File: config.mk
export PLATFORM = sky130hd
export DESIGN_NAME = sreg_access_unit
export DESIGN_NICKNAME = d
export VERILOG_FILES = /design/src/rtl/sreg_pkg.sv /design/src/rtl/sreg_decode.sv /design/src/rtl/sreg_stack_bank.sv /design/src/rtl/sreg_access_unit.sv
export SDC_FILE = /design/constraint.sdc
export NUM_CORES = 1
export LEC_CHECK = 0
export CORE_UTILIZATION = 50
export DETAILED_ROUTE_END_ITERATION = 8
export PLACE_DENSITY = 0.78
export SLEW_MARGIN = 20
export SYNTH_ARGS = -nofsm -noshare
export SYNTH_HDL_FRONTEND = slang
export SYNTH_HIERARCHICAL = 1
export SYNTH_SLANG_ARGS = --single-unit
File: constraint.sdc
create_clock -name clk -period 2.6 [get_ports clk]
set_input_delay 0.52 -clock clk [delete_from_list [all_inputs] [get_ports clk]]
set_output_delay 0.52 -clock clk [all_outputs]
set_load 0.005 [all_outputs]
File: src/rtl/sreg_pkg.sv
package sreg_pkg;
    localparam int NUM_W = 5;

    // Control register bit positions
    localparam int CTRL_UNPRIV = 0;
    localparam int CTRL_SPSEL  = 1;

    typedef enum logic [2:0] {
        K_STATUS,
        K_MSP,
        K_PSP,
        K_PRIMASK,
        K_BASEPRI,
        K_FAULTMASK,
        K_CONTROL,
        K_UNKNOWN
    } sreg_kind_e;
endpackage

File: src/rtl/sreg_decode.sv
module sreg_decode
    import sreg_pkg::*;
(
    input  logic [NUM_W-1:0] sel,
    output sreg_kind_e       kind
);
    always_comb begin
        unique case (sel)
            5'd0, 5'd1, 5'd2, 5'd3,
            5'd4, 5'd5, 5'd6, 5'd7: kind = K_STATUS;
            5'd8:                   kind = K_MSP;
            5'd9:                   kind = K_PSP;
            5'd16:                  kind = K_PRIMASK;
            5'd17:                  kind = K_BASEPRI;
            5'd19:                  kind = K_FAULTMASK;
            5'd20:                  kind = K_CONTROL;
            default:                kind = K_UNKNOWN;
        endcase
    end
endmodule

File: src/rtl/sreg_stack_bank.sv
module sreg_stack_bank #(
    parameter int W = 32
) (
    input  logic         clk,
    input  logic         rst_n,
    input  logic         wr_main,
    input  logic         wr_proc,
    input  logic [W-1:0] wdata,
    input  logic         use_proc,
    input  logic         swap,
    output logic [W-1:0] main_sp,
    output logic [W-1:0] proc_sp
);
    logic [W-1:0] act_q, bank_q;

    assign main_sp = use_proc ? bank_q : act_q;
    assign proc_sp = use_proc ? act_q  : bank_q;

    always_ff @(posedge clk or negedge rst_n) begin
        if (!rst_n) begin
            act_q  <= '0;
            bank_q <= '0;
        end else if (swap) begin
            act_q  <= bank_q;
            bank_q <= act_q;
        end else if (wr_main) begin
            if (use_proc) bank_q <= wdata;
            else          act_q  <= wdata;
        end else if (wr_proc) begin
            if (use_proc) act_q  <= wdata;
            else          bank_q <= wdata;
        end
    end

    // a stack-select change exchanges the pair exactly
    p_swap_exchange_r6: assert property (@(posedge clk) disable iff (!rst_n)
        swap |=> (act_q == $past(bank_q)) && (bank_q == $past(act_q)));
endmodule

File: src/rtl/sreg_access_unit.sv
module sreg_access_unit
    import sreg_pkg::*;
#(
    parameter int W      = 32,
    parameter int EXC_W  = 9,
    parameter int FLAG_W = 5,
    parameter int PRIO_W = 8
) (
    input  logic              clk,
    input  logic              rst_n,
    input  logic [NUM_W-1:0]  sel,
    input  logic              priv,
    input  logic              rd_en,
    input  logic              wr_en,
    input  logic [W-1:0]      wdata,
    input  logic [EXC_W-1:0]  exc_num,
    output logic [W-1:0]      rdata,
    output logic              unk_err
);
    localparam int FLAG_LSB = W - FLAG_W;

    sreg_kind_e        kind;
    logic [FLAG_W-1:0] flags_q;
    logic              primask_q;
    logic              fault_q;
    logic [PRIO_W-1:0] basepri_q;
    logic [1:0]        ctrl_q;
    logic [W-1:0]      msp_v, psp_v;
    logic              wr_gate;
    logic              sp_swap;

    sreg_decode u_dec (
        .sel  (sel),
        .kind (kind)
    );

    // Status views accept writes at any privilege; the rest need priv
    assign wr_gate = wr_en && (priv || (kind == K_STATUS));
    assign sp_swap = wr_gate && (kind == K_CONTROL) &&
                     (wdata[CTRL_SPSEL] != ctrl_q[CTRL_SPSEL]);

    sreg_stack_bank #(.W(W)) u_sp (
        .clk      (clk),
        .rst_n    (rst_n),
        .wr_main  (wr_gate && (kind == K_MSP)),
        .wr_proc  (wr_gate && (kind == K_PSP)),
        .wdata    (wdata),
        .use_proc (ctrl_q[CTRL_SPSEL]),
        .swap     (sp_swap),
        .main_sp  (msp_v),
        .proc_sp  (psp_v)
    );

    always_ff @(posedge clk or negedge rst_n) begin
        if (!rst_n) begin
            flags_q   <= '0;
            primask_q <= 1'b0;
            fault_q   <= 1'b0;
            basepri_q <= '0;
            ctrl_q    <= '0;
        end else if (wr_gate) begin
            unique case (kind)
                K_STATUS:    flags_q   <= wdata[W-1 -: FLAG_W];
                K_PRIMASK:   primask_q <= wdata[0];
                K_BASEPRI:   basepri_q <= wdata[PRIO_W-1:0];
                K_FAULTMASK: fault_q   <= wdata[0];
                K_CONTROL:   ctrl_q    <= wdata[1:0];
                default:     ;
            endcase
        end
    end

    always_comb begin
        rdata = '0;
        unique case (kind)
            K_STATUS: begin
                if (!sel[2])         rdata[W-1 -: FLAG_W] = flags_q;
                if (sel[0] && priv)  rdata[EXC_W-1:0]     = exc_num;
            end
            K_CONTROL:   rdata[1:0] = ctrl_q;
            K_MSP:       if (priv) rdata = msp_v;
            K_PSP:       if (priv) rdata = psp_v;
            K_PRIMASK:   if (priv) rdata[0] = primask_q;
            K_BASEPRI:   if (priv) rdata[PRIO_W-1:0] = basepri_q;
            K_FAULTMASK: if (priv) rdata[0] = fault_q;
            default:     rdata = '0;
        endcase
    end

    assign unk_err = priv && (rd_en || wr_en) && (kind == K_UNKNOWN);

    // exception field hidden from unprivileged status reads
    p_exc_hidden_r3: assert property (@(posedge clk) disable iff (!rst_n)
        (!priv && sel < 5'd8) |-> (rdata[EXC_W-1:0] == '0));

    // flags move only on a status-view write
    p_flags_hold_r4: assert property (@(posedge clk) disable iff (!rst_n)
        !(wr_en && sel < 5'd8) |=> $stable(flags_q));

    // unprivileged reads above 7 return zero except control
    p_unpriv_rd_zero_r8: assert property (@(posedge clk) disable iff (!rst_n)
        (!priv && sel >= 5'd8 && sel != 5'd20) |-> (rdata == '0));

    // unprivileged writes above 7 leave state alone
    p_unpriv_wr_ign_r9: assert property (@(posedge clk) disable iff (!rst_n)
        (!priv && wr_en && sel >= 5'd8) |=> ($stable(ctrl_q) && $stable(primask_q)
            && $stable(basepri_q) && $stable(fault_q) && $stable(msp_v) && $stable(psp_v)));

    // an error pulse always comes with zero read data
    p_unknown_zero_r10: assert property (@(posedge clk) disable iff (!rst_n)
        unk_err |-> (rdata == '0));
endmodule

==> flow_summary.yaml <==
pwr:
  p_switching_mw: 2.29
  p_sw_share_pct: 34.7
  irDropWorstVdd_v: 0.000466
  p_int_mw: 4.32
  p_comb_share_pct: 43.2
  p_seq_share_pct: 37.9
  p_per_area_mw_per_mm2: 760
  clkPwrFrac_pct: 19.0
  p_leak_nw: 3.91
  p_total_mw: 6.61
final_layout:
  syn_to_final_growth_pct: 55.6
  antenna_cells: 0
  nets: 804
  drive_gt1_share_pct: 56.2
  final_cell_mix: "nand2_1, mux2_2, dfrtp_1"
  final_common_cell: "nand2_1"
worst_setup_path:
  reg2reg_slack_ns: 0.37
  startpoint_type: "input pin"
  cp-end-kind: "flip-flop"
  slowest_delay_ns: 0.33
  reg2reg_from: "ctrl_q[1]"
  cp_data_required_time_ns: 2.85
  crit_type: "in -> reg"
  crit_arrival_ns: 3.19
  cp_common_cell: "buf_6"
  reg2regPathDepth: 8
  crit_family: "simple AND/OR/NAND/NOR gates"
  cp_slowest_cell: "nor4_4"
  cp_max_fo: 5
  crit_chain: "buf_8, buf_6, nor4_4, nor3_4, buf_6, buf_4, nor3b_4, buf_6, and3_4, and3b_2, nor3_4, buf_6, buf_8, mux2_4"
  crit_buf_inv: 7
  r2r-end: "u_sp/act_q[4]"
clock_tree:
  cts_tree: "built"
  cts_buffers: 9
  clk_latency_ns: 0.37
  cts_buffer_depth: 2
  clock-sinks: 81
  htree_num_levels: 3
  clk_root_buffer_cell: "clkbuf_8"
  clk_pin_slew_ns: 0.09
  postCtsHoldBufs: 0
synth:
  syn-num-nets: 616
  synth_edf_count: 0
  synth_top_family_by_area: "multiplexers"
  ys_warn_count: 6
  syn_area_per_cell_um2: 9.91
  postSynth.asyncResetShare_pct: 100
  synth_adder_area_share_pct: 0
  ys_seq_elements: 81
  ys_types: 38
  synth_mux_area_share_pct: 29.8
  syn-cell-area_mm2: 0.00560
  synth_xor_area_share_pct: 0.156
  synthFlopType: "dfrtp_1"
  seq_area_frac_synth_pct: 36.2
  synth_cells: 565
  synth_compound_area_share_pct: 7.38
  synth_simple_gate_area_share_pct: 22.0
outcome:
  failed_checks: "setup timing"
  status: "complete, but fails checks"
grt:
  met2_usage_pct: 57.6
  use_met1_pct: 38.7
  grt_start_max_net_pins: 82
  grt_pass1_vias: 5549
  grt_pass1_wl_um: 28800
  track_usage_pct: 32.3
  antenna_found_initial: 0
  grtUsageMet3_pct: 6.60
  grt_busiest_layer: "met2"
  overflow: 0
timing:
  tns_ns: -19.05
  skew_ns: 0.0107
  fmax_ghz: 0.340
  worstMarginPinSlew_ns: 0.787
  final.min_clock_period_ns: 2.95
  holdWs_ns: 0.180
  timing.final.max_slew_violations: 0
  rsz0062_at_grt: "yes"
  finalSetupViolCount: 96
  relSlewSlack_pct: 47.5
  final_hold_viol_count: 0
  period_share_pct: 113
  fin_ws_ns: -0.345
floorplan:
  die-height_um: 108
  io_pins: 84
  die_area_mm2: 0.0116
  core_mm2: 0.0109
  rows: 38
  initial_core_util_pct: 51.4
  die_w_um: 108
detailed_routing:
  drc: 0
  post_drt_wl_per_cell_um: 22.7
  drt_iter0_drc: 412
  ant_nets: 0
  drt-total-wl_um: 20400
  via_count: 5505
  routed_via_density: 6.13
  first_pass_iters: 5
hold_path:
  hold_class: "in -> async"
placement:
  hpwl_um: 10000
  routabilityCongestion: 0.875
  portBuffers: 83
job:
  maxCapViolations: 0
-- how the worst max path moves through the flow --
stage | to | slack [ns] | from | cells past startpoint
after detailed placement | rdata[28] | -1.10 | sel[3] | 9
after CTS | rdata[0] | -0.22 | sel[0] | 10
final | u_sp/act_q[4] | -0.35 | sel[2] | 14
after floorplan | u_sp/act_q[10] | -0.21 | sel[4] | 11
after global routing | u_sp/act_q[1] | -0.39 | sel[2] | 14
after global placement | rdata[8] | -1.0 | sel[3] | 9
-- layout make-up --
type / instances / area (µm²)
Fill cell: 596 / 2180
Multi-Input combinational cell: 444 / 4020
Tap cell: 140 / 175
Sequential cell: 81 / 2030
Timing Repair Buffer: 217 / 2220
Clock buffer: 9 / 124
Clock inverter: 7 / 143
-- cell families (layout without fill, tap and decap cells) --
kind of cell,Yosys count,count (layout)
mux,148,148
buf+inv,40,233
compound gates,60,60
flops,81,81
xor+xnor,1,1
simple gates,235,235
-- what timing repair did --
item,4_1_cts,5_1_grt
gates cloned,10,2
resized for setup,271,108
endpoints found under the setup margin,99,97
buffers inserted,45,17
pin swaps,39,18
-- flip-flops by register name, indices dropped and copies added, names as in the netlist --
| register | cells |
|---|---|
| ctrl_q | 2 |
| fault_q | 1 |
| primask_q | 1 |
| flags_q | 5 |
| basepri_q | 8 |
| u_sp/bank_q | 32 |
| u_sp/act_q | 32 |
-- through the flow --
step / cell area [µm²] / std cells / util (%) / worst slack, ns
2_1_floorplan: 5680 / 565 / - / -0.213
3_3_place_gp: 7010 / 815 / 64.3 / -0.995
3_5_place_dp: 7010 / 815 / 64.3 / -1.10
4_1_cts: 8140 / 885 / 74.8 / -0.215
5_1_grt: 8710 / 898 / 80.0 / -0.393
6_report: 8710 / 898 / 80.0 / -0.345
-- routing by layer --
metal  wire length [µm]  share of wire (%)  vias to the layer above
met5                  0                  0                        -
met4                848                4.2                        0
met3               1480                7.2                       84
met2              10500                 51                      302
met1               7610                 37                     2766
li1                   -                  -                     2353
-- cells in the mapped netlist (7+ instances only) --
| library cell | instances | area [µm²] |
|---|---|---|
| nand2b_1 | 34 | 213 |
| a21oi_1 | 10 | 50.1 |
| nand3b_1 | 12 | 90.1 |
| dfrtp_1 | 81 | 2030 |
| mux2_2 | 142 | 1600 |
| o21ai_0 | 7 | 35.0 |
| a22oi_1 | 30 | 225 |
| clkbuf_1 | 9 | 33.8 |
| nor2b_1 | 23 | 144 |
| buf_6 | 9 | 101 |
| buf_2 | 19 | 95.1 |
| nand2_1 | 135 | 507 |
-- power groups by stage --
stage / sequential [mW] / clock, mW / combinational (mW)
CTS: 2.40 / 1.25 / 2.44
detailed placement: 2.41 / 0 / 2.22
floorplan: 2.24 / 0 / 1.70
global placement: 2.32 / 0 / 2.11
finish: 2.50 / 1.25 / 2.86
global route: 2.57 / 1.32 / 2.98
-- worst reg2reg max path, cell delays in order (launching register included) --
cell     delay, ns
dfrtp_2       0.46
buf_4         0.23
xor2_1        0.20
and2_4        0.22
buf_12        0.13
nor3_4        0.24
buf_6         0.18
buf_8         0.14
mux2_4        0.31
No activity file was read; power rests on OpenSTA's default activity.
